File: src/rtl/bcdcal_pkg.sv
package bcdcal_pkg;

  localparam int FIELDS = 6;
  localparam int SEC    = 0;
  localparam int MIN    = 1;
  localparam int HOUR   = 2;
  localparam int DAY    = 3;
  localparam int MON    = 4;
  localparam int YEAR   = 5;
  localparam int TIME_W = 21;
  localparam int DATE_W = 19;

  typedef struct packed {
    logic load;
    logic advance;
  } calStrobe_t;

  function automatic int fieldWidth(input int i);
    case (i)
      DAY:     return 6;
      MON:     return 5;
      YEAR:    return 8;
      default: return 7;
    endcase
  endfunction

  function automatic int fieldLsb(input int i);
    case (i)
      MIN:     return 7;
      HOUR:    return 14;
      MON:     return 6;
      YEAR:    return 11;
      default: return 0;
    endcase
  endfunction

  function automatic logic [7:0] fieldFirst(input int i);
    return (i == DAY || i == MON) ? 8'h01 : 8'h00;
  endfunction

  function automatic logic [7:0] fieldReset(input int i);
    return (i >= DAY) ? 8'h01 : 8'h00;
  endfunction

  function automatic logic [7:0] fieldLast(input int i);
    case (i)
      HOUR:    return 8'h23;
      MON:     return 8'h12;
      YEAR:    return 8'h99;
      default: return 8'h59;
    endcase
  endfunction

  function automatic logic [7:0] bcdInc(input logic [7:0] v);
    if (v[3:0] >= 4'd9) return {v[7:4] + 4'd1, 4'd0};
    return {v[7:4], v[3:0] + 4'd1};
  endfunction

  function automatic logic [7:0] monthLast(input logic [7:0] mon, input logic [7:0] yr);
    logic [6:0] yrBin;
    yrBin = 7'(yr[7:4]) * 7'd10 + 7'(yr[3:0]);
    case (mon)
      8'h02:                      return (yrBin[1:0] == 2'b00) ? 8'h29 : 8'h28;
      8'h04, 8'h06, 8'h09, 8'h11: return 8'h30;
      default:                    return 8'h31;
    endcase
  endfunction

endpackage

File: src/rtl/bcdcal_ctrl.sv
module bcdcal_ctrl
  import bcdcal_pkg::*;
#(
  parameter int unsigned CAL_W = 16,
  parameter logic [CAL_W-1:0] NOMINAL_CAL = {1'b0, {(CAL_W-1){1'b1}}}
) (
  input  logic             clk,
  input  logic             rstN,
  input  logic             tickIn,
  input  logic             enable,
  input  logic [CAL_W-1:0] calValue,
  input  logic             updateStrobe,
  output calStrobe_t       strobes,
  output logic             secPulse
);

  logic [CAL_W-1:0] preCount;
  logic [CAL_W-1:0] calActive;
  logic             liveTick;
  logic             boundary;

  assign liveTick = tickIn && enable;
  assign boundary = liveTick && (preCount == calActive);

  always_comb begin
    strobes.load    = updateStrobe;
    strobes.advance = boundary && !updateStrobe;
  end

  always_ff @(posedge clk or negedge rstN) begin
    if (!rstN) begin
      preCount  <= '0;
      calActive <= NOMINAL_CAL;
      secPulse  <= 1'b0;
    end else begin
      secPulse <= strobes.advance;
      if (updateStrobe) begin
        preCount  <= '0;
        calActive <= calValue;
      end else if (boundary) begin
        preCount  <= '0;
        calActive <= calValue;
      end else if (liveTick) begin
        preCount <= preCount + CAL_W'(1);
      end
    end
  end

endmodule

File: src/rtl/bcdcal_datapath.sv
module bcdcal_datapath
  import bcdcal_pkg::*;
(
  input  logic              clk,
  input  logic              rstN,
  input  calStrobe_t        strobes,
  input  logic [TIME_W-1:0] stageTime,
  input  logic [DATE_W-1:0] stageDate,
  output logic [TIME_W-1:0] timeWord,
  output logic [DATE_W-1:0] dateWord
);

  logic [FIELDS-1:0][7:0] cur;
  logic [FIELDS-1:0]      atLast;
  logic [FIELDS-1:0]      stepIn;

  always_comb begin
    stepIn[0] = strobes.advance;
    for (int k = 1; k < FIELDS; k++) stepIn[k] = stepIn[k-1] && atLast[k-1];
  end

  for (genvar i = 0; i < FIELDS; i++) begin : fieldGen
    localparam int W   = fieldWidth(i);
    localparam int LSB = fieldLsb(i);
    localparam logic [7:0] FIRST = fieldFirst(i);
    localparam logic [7:0] RESETV = fieldReset(i);

    logic [W-1:0] q;
    logic [W-1:0] ld;
    logic [7:0]   last;

    if (i < DAY) begin : fromTime
      assign ld = stageTime[LSB +: W];
      assign timeWord[LSB +: W] = q;
    end else begin : fromDate
      assign ld = stageDate[LSB +: W];
      assign dateWord[LSB +: W] = q;
    end

    if (i == DAY) begin : dynLast
      assign last = monthLast(cur[MON], cur[YEAR]);
    end else begin : fixLast
      assign last = fieldLast(i);
    end

    assign cur[i]    = 8'(q);
    assign atLast[i] = cur[i] >= last;

    always_ff @(posedge clk or negedge rstN) begin
      if (!rstN)             q <= W'(RESETV);
      else if (strobes.load) q <= ld;
      else if (stepIn[i])    q <= atLast[i] ? W'(FIRST) : W'(bcdInc(cur[i]));
    end
  end

endmodule

File: src/rtl/bcdcal_top.sv
module bcdcal_top
  import bcdcal_pkg::*;
#(
  parameter int unsigned CAL_W = 16
) (
  input  logic             clk,
  input  logic             rstN,
  input  logic             tickIn,
  input  logic             enable,
  input  logic [CAL_W-1:0] calValue,
  input  logic [20:0]      stageTime,
  input  logic [18:0]      stageDate,
  input  logic             updateStrobe,
  output logic [20:0]      timeWord,
  output logic [18:0]      dateWord,
  output logic             secPulse
);

  calStrobe_t strobes;

  bcdcal_ctrl #(.CAL_W(CAL_W)) ctrl (
    .clk(clk), .rstN(rstN), .tickIn(tickIn), .enable(enable),
    .calValue(calValue), .updateStrobe(updateStrobe),
    .strobes(strobes), .secPulse(secPulse)
  );

  bcdcal_datapath dp (
    .clk(clk), .rstN(rstN), .strobes(strobes),
    .stageTime(stageTime), .stageDate(stageDate),
    .timeWord(timeWord), .dateWord(dateWord)
  );

endmodule

File: config.mk
export PLATFORM = sky130hd
export DESIGN_NAME = bcdcal_top
export DESIGN_NICKNAME = d
export VERILOG_FILES = /design/src/rtl/bcdcal_pkg.sv /design/src/rtl/bcdcal_ctrl.sv /design/src/rtl/bcdcal_datapath.sv /design/src/rtl/bcdcal_top.sv
export SDC_FILE = /design/constraint.sdc
export NUM_CORES = 1
export LEC_CHECK = 0
export BUFFER_PORTS_ARGS = -buffer_cell sky130_fd_sc_hd__buf_2
export CAP_MARGIN = 20
export CORE_UTILIZATION = 45
export DETAILED_ROUTE_END_ITERATION = 10
export GPL_TIMING_DRIVEN = 1
export PLACE_DENSITY = 0.65
export SYNTH_ARGS = -nofsm -noshare
export SYNTH_HDL_FRONTEND = slang
export SYNTH_SLANG_ARGS = --single-unit
export TNS_END_PERCENT = 100
File: constraint.sdc
create_clock -name clk -period 7.3 [get_ports clk]
set_input_delay 1.46 -clock clk [delete_from_list [all_inputs] [get_ports clk]]
set_output_delay 1.46 -clock clk [all_outputs]
set_load 0.01 [all_outputs]
; ---- Yosys cells after proc, flatten, opt, wreduce, memory -nomap -nowiden
; Cells that the tools add are included.
[op_classes]
n_mux = 55
n_eq_ne = 6
n_lt_le_gt_ge = 12
n_shift = 0
n_reduce_logical = 31
add_sub_neg = 14
n_bitwise = 0
multipliers = 1
n_div = 0
[ops]
columns = operator, count
row1 = 7-bit 2-to-1 mux, 15
row2 = 16-bit 2-to-1 mux, 5
row3 = 8-bit 2-to-1 mux, 5
row4 = 6-bit 2-to-1 mux, 5
row5 = 4-bit by 1-bit adder with 4-bit output (second input constant), 7
row6 = 5-bit 2-to-1 mux, 5
row7 = 4-bit >= comparator (second input constant), 6
row8 = 3-bit nonzero test, 7
row9 = 1-bit 2-to-1 mux, 19
row10 = 16-bit by 1-bit adder with 16-bit output (second input constant), 1
row11 = 16-bit == test, 1
row12 = 8-bit case mux with 2 select lines, 1
row13 = 7-bit >= comparator (second input constant), 2
row14 = 2-bit nonzero test, 7
row15 = 2-bit AND reduction, 6
row16 = 5-bit by 3-bit == test with 1-bit output (second input constant), 2
row17 = 3-bit by 1-bit adder with 3-bit output (second input constant), 3
row18 = 6-bit by 8-bit >= comparator with 1-bit output, 1
row19 = 8-bit >= comparator (second input constant), 1
row20 = 1-bit logical AND, 8
row21 = 7-bit by 6-bit >= comparator with 1-bit output (second input constant), 1
row22 = 5-bit by 2-bit == test with 1-bit output (second input constant), 1
row23 = 5-bit by 4-bit == test with 1-bit output (second input constant), 1
row24 = 5-bit == test (second input constant), 1
row25 = 8 further kinds, 8
[totals]
rom_bits = 0
word_cells = 134
n_memories = 0
latchBits = 0
in_bits = 61
output_inout_bits = 41
ram_bits = 0
ff_bits = 73

; ---- Logic depth before layout (Yosys ltp)
[depth]
word_depth = 14
depth_mapped = 12
ltp_nobuf = 12

; ---- Hierarchy
; Synthesis repeated with hierarchy kept, for this count alone.
[hier_totals]
hier_cells = 483
hier_area_um2 = 4800.9
[by_module_without_submodules]
columns = module, instances, area_per_inst_um2, cells_per_inst, seq_area_each_um2
row1 = bcdcal_datapath, 1, 3004.1, 334, 1004.7
row2 = bcdcal_ctrl, 1, 1796.7, 149, 844.6

; ---- Least setup slack after synthesis
; Ideal clock, no wire load.
[synth_path]
path_kind = reg-to-reg
startpoint = register dp.fieldGen[4].q[1]
endpoint = register dp.fieldGen[5].q[5]
period_less_slack_ns = 3.248
path_buffers = 0
stages_incl_launch_ff = 12
required_time_ns = 7.174
t_arrival_ns = 3.122
path_slack_ns = 4.052
cell_sequence = dfrtp_1 -> ha_1 -> nor4b_1 -> inv_1 -> o32ai_1 -> ha_1 -> or4b_4 -> a221o_2 -> and3_2 -> nand4_1 -> nor3_1 -> a311o_1
[synth_between]
elab_chain_cells = 8
[synth_lines]
columns = element, line_no
row1 = "start, declared", bcdcal_datapath.sv:28  ; logic [W-1:0] q;
row2 = "start signal, assigned", bcdcal_datapath.sv:50  ; if (!rstN) q <= W'(RESETV);
row3 = "start signal, assigned", bcdcal_datapath.sv:51  ; else if (strobes.load) q <= ld;
row4 = "start signal, assigned", bcdcal_datapath.sv:52  ; else if (stepIn[i]) q <= atLast[i] ? W'(FIRST) : W'(bcdInc(cur[i]));
row5 = "5-bit by 3-bit == test with 1-bit output, or another cell as far along", bcdcal_pkg.sv:62  ; case (mon)
row6 = 4-bit OR reduction, bcdcal_pkg.sv:62
row7 = 8-bit case mux with 2 select lines, bcdcal_pkg.sv:62
row8 = 6-bit by 8-bit >= comparator with 1-bit output, bcdcal_datapath.sv:47  ; assign atLast[i] = cur[i] >= last;
row9 = 1-bit logical AND, bcdcal_datapath.sv:19  ; for (int k = 1; k < FIELDS; k++) stepIn[k] = stepIn[k-1] && atLast[k-1];
row10 = 1-bit logical AND *, bcdcal_datapath.sv:19
row11 = 2-bit nonzero test (no line) *, n/a
row12 = 2-bit AND reduction (no line) *, n/a
row13 = "end signal, assigned", bcdcal_datapath.sv:50
row14 = "end signal, assigned", bcdcal_datapath.sv:51
row15 = "end signal, assigned", bcdcal_datapath.sv:52
row16 = "end, declared", bcdcal_datapath.sv:28
; Mark *: on every way between the ends. The rest lies on a longest branch, timed or not.
; A chain may end at the register's enable or synchronous reset.

; ---- Worst setup path after layout
[layout_path]
startpoint = register dp.fieldGen[4].q[0]
endpoint = register dp.fieldGen[5].q[5]
; The elaborated chain is that of the path after synthesis.

==> results.ini <==
[floorplanning]
initial_core_util=0.472
pin_count=102
row_count=36
fp.dieW_um=104
chipHeight_um=104
core_area_um2=9910
die-area_um2=10800

[drt]
postRouteAntennaNets=0
routedWlPerCell_um=15.5
drcViolationCount=0
dr.pass1.iters=4
vias=4249
viasPerCell=5.65
routed_wl_um=11700
drt_iter0_drc=187

[power]
clockPowerShare=0.277
p_int_w=0.000678
power.switching_w=0.000354
sequentialPowerShare=0.487
ir_drop_mv=0.123
pwr-share-comb=0.236
swShare=0.343
power_leakage_nw=2.53
power_density_nw_per_um2=189

[clock_network]
clock_latency_ps=350
cts_tree=built
cts_hold_buf=0
cts_num_sinks=73
cts_buffers=9
cts_setup_buffers=0
clockRootBuffer=clkbuf_8
max-clock-path-buffers=2
cts.htree.levels=3
postCtsResizedCells=0
clk_pin_slew_worst_paths_ps=80

[worst_hold_path]
hp-class=reg2reg
hold_depth=2

[setup_path]
cp.depth=12
cpPeakStageDelay_ps=500
cp-start-kind=register
crit_family=simple AND/OR/NAND/NOR gates
path_cells=inv_1 -> ha_1 -> nor4b_1 -> inv_1 -> o32ai_1 -> ha_1 -> or4b_4 -> a221o_2 -> and3_2 -> nand4_1 -> nor3_1 -> a311o_1
crit_slowest_cell=or4b_4
worst_ep_arrival_time_ps=3890
worst_setup_path_end_kind=register
crit_required_ps=7530
r2r_cells=12
path_max_fanout=9
path_buf_inv=2
critical_path_class=reg2reg

[yosys]
yosys_register_bits=73
yosys_warnings=0
ys.flop_type=dfrtp_1
synth_edf_count=0
async_reset_ff_frac=1.00
ys_top_cells_by_area=dfrtp_1 29%, dfstp_2 10%, ha_1 8.6%
syn_avg_cell_area_um2=9.05
synth_top_area_frac=0.294
synthesis.area_um2=4680
synth_cell_types=71
synth_seq_area_share=0.395
synth_cells=517
synth_fp_nets=610
synth_top_area_cell=dfrtp_1

[timing]
setup_viol=0
max_freq_mhz=273
clock_skew_ps=11.5
drv_slew=0
finalSetupTns_ps=0
rsz0062_at_grt=false
period_minus_slack_ps=3660
hold_viol=0
slew_headroom=0.371
worst_slew_pin_slew_ps=944
timing.final.crit_share=0.501

[final_layout]
antennaDiodeCount=0
fin_nets=707
synthToLayoutAreaGrowth_pct=16.6
fin_cells=752
layout-drive-gt1-share=0.255

[global_route]
grt_pass1_vias=4096
grt_overflow=0
antenna_found_initial=0
grt_max_degree=74
grt_pass1_wl_um=19800
grt_usage=0.225

[placement]
gp_routability_congestion=0.848
dpl.hpwl_um=8310
io_buffers=101
dpl.cell_count=735

[outcome]
outcome=finished, final reports clean

[run]
drv_cap=0

==> tightest hold or removal path, cell delays in order, from the launching register on <==
cell	delay, ps
dfstp_2	380
nand2_1	50
nand2_1	40
==> through the flow <==
stage	setup slack (ps)	hold slack [ps]	instance area [um2]	power, W	utilization
after CTS	3640	462	5450	0.00104	0.550
final	3640	461	5450	0.00103	0.550
after global placement	3630	451	5280	0.000748	0.532
after global routing	3320	481	5450	0.00109	0.550
after floorplan	4050	441	4680	0.000655	-
after detailed placement	3550	450	5280	0.000754	0.532
==> final timing paths <==
kind                                startpoint                  end  slack, ps
min in group asynchronous                 rstN  dp.fieldGen[3].q[5]       1320
hold / removal              ctrl.calActive[11]   ctrl.calActive[11]        460
setup / recovery           dp.fieldGen[4].q[0]  dp.fieldGen[5].q[5]       3640
max in group asynchronous                 rstN  dp.fieldGen[2].q[2]       5350
setup reg to reg           dp.fieldGen[4].q[0]  dp.fieldGen[5].q[5]       3640
hold reg to reg             ctrl.calActive[11]   ctrl.calActive[11]        460
==> cells by family after synthesis <==
kind of cell               share of synthesized area
DFF                                            0.395
muxes                                        0.00883
adders and majority gates                     0.0856
buffers and inverters                         0.0447
and+or+nand+nor                                0.241
xor gates and xnor gates                      0.0581
AOI/OAI and AO/OA                              0.166
==> cells in the final DEF, fill, tap and decap left out, types with 7 or more instances in the layout <==
master / n
nand4_1: 8
ha_1: 32
dfrtp_1: 55
clkbuf_8: 9
dfstp_2: 18
nor2_1: 40
nor4_1: 8
a31oi_1: 11
nand3_1: 25
nor3_1: 7
a21oi_1: 16
o31ai_1: 8
xor2_1: 21
o21ai_0: 13
xnor2_1: 10
nand2_1: 89
inv_1: 29
o211ai_1: 7
buf_2: 101
==> sequential cells by signal, summed over array words and instances (netlist names) <==
register,count
ctrl.preCount,16
dp.fieldGen.q,40
ctrl.calActive,16
ctrl.secPulse,1
==> layout make-up <==
class / count / area, um2
fill: 932 / 4460
multi-input combinational: 396 / 2620
sequential: 73 / 1850
timing repair buffer: 105 / 536
tap: 133 / 166
clock buffer: 10 / 128
inverter: 29 / 109
clock inverter: 6 / 43.8
==> metal layers <==
layer | vias up | share of wire | global-route usage
met5 | - | 0 | 0
met4 | 0 | 0.020 | 0.0878
met2 | 109 | 0.48 | 0.369
li1 | 2048 | - | -
met1 | 2069 | 0.47 | 0.296
met3 | 23 | 0.038 | 0.0382
==> cell usage after synthesis, drive strengths merged (3+ instances only) <==
cell type / n
a211oi: 3
a21oi: 17
a221o: 6
a2bb2oi: 4
a31oi: 11
a32oi: 5
and2: 6
and3: 7
buf: 3
clkbuf: 16
dfrtp: 55
dfstp: 18
ha: 32
inv: 29
mux2i: 3
nand2: 89
nand3: 26
nand4: 9
nor2: 40
nor2b: 5
nor3: 8
nor3b: 3
nor4: 9
nor4b: 4
o211ai: 7
o21a: 3
o21ai: 14
o311ai: 3
o31ai: 8
or3: 6
or4: 3
or4b: 3
xnor2: 10
xor2: 21
==> power by group through the flow <==
stage | combinational [W] | clock [W] | sequential, W
after detailed placement | 0.000244 | 0 | 0.000509
after floorplan | 0.000147 | 0 | 0.000508
after global placement | 0.000240 | 0 | 0.000508
after CTS | 0.000245 | 0.000293 | 0.000502
after global routing | 0.000275 | 0.000308 | 0.000511
final | 0.000243 | 0.000285 | 0.000503
Power figures use the tool's default switching activity.
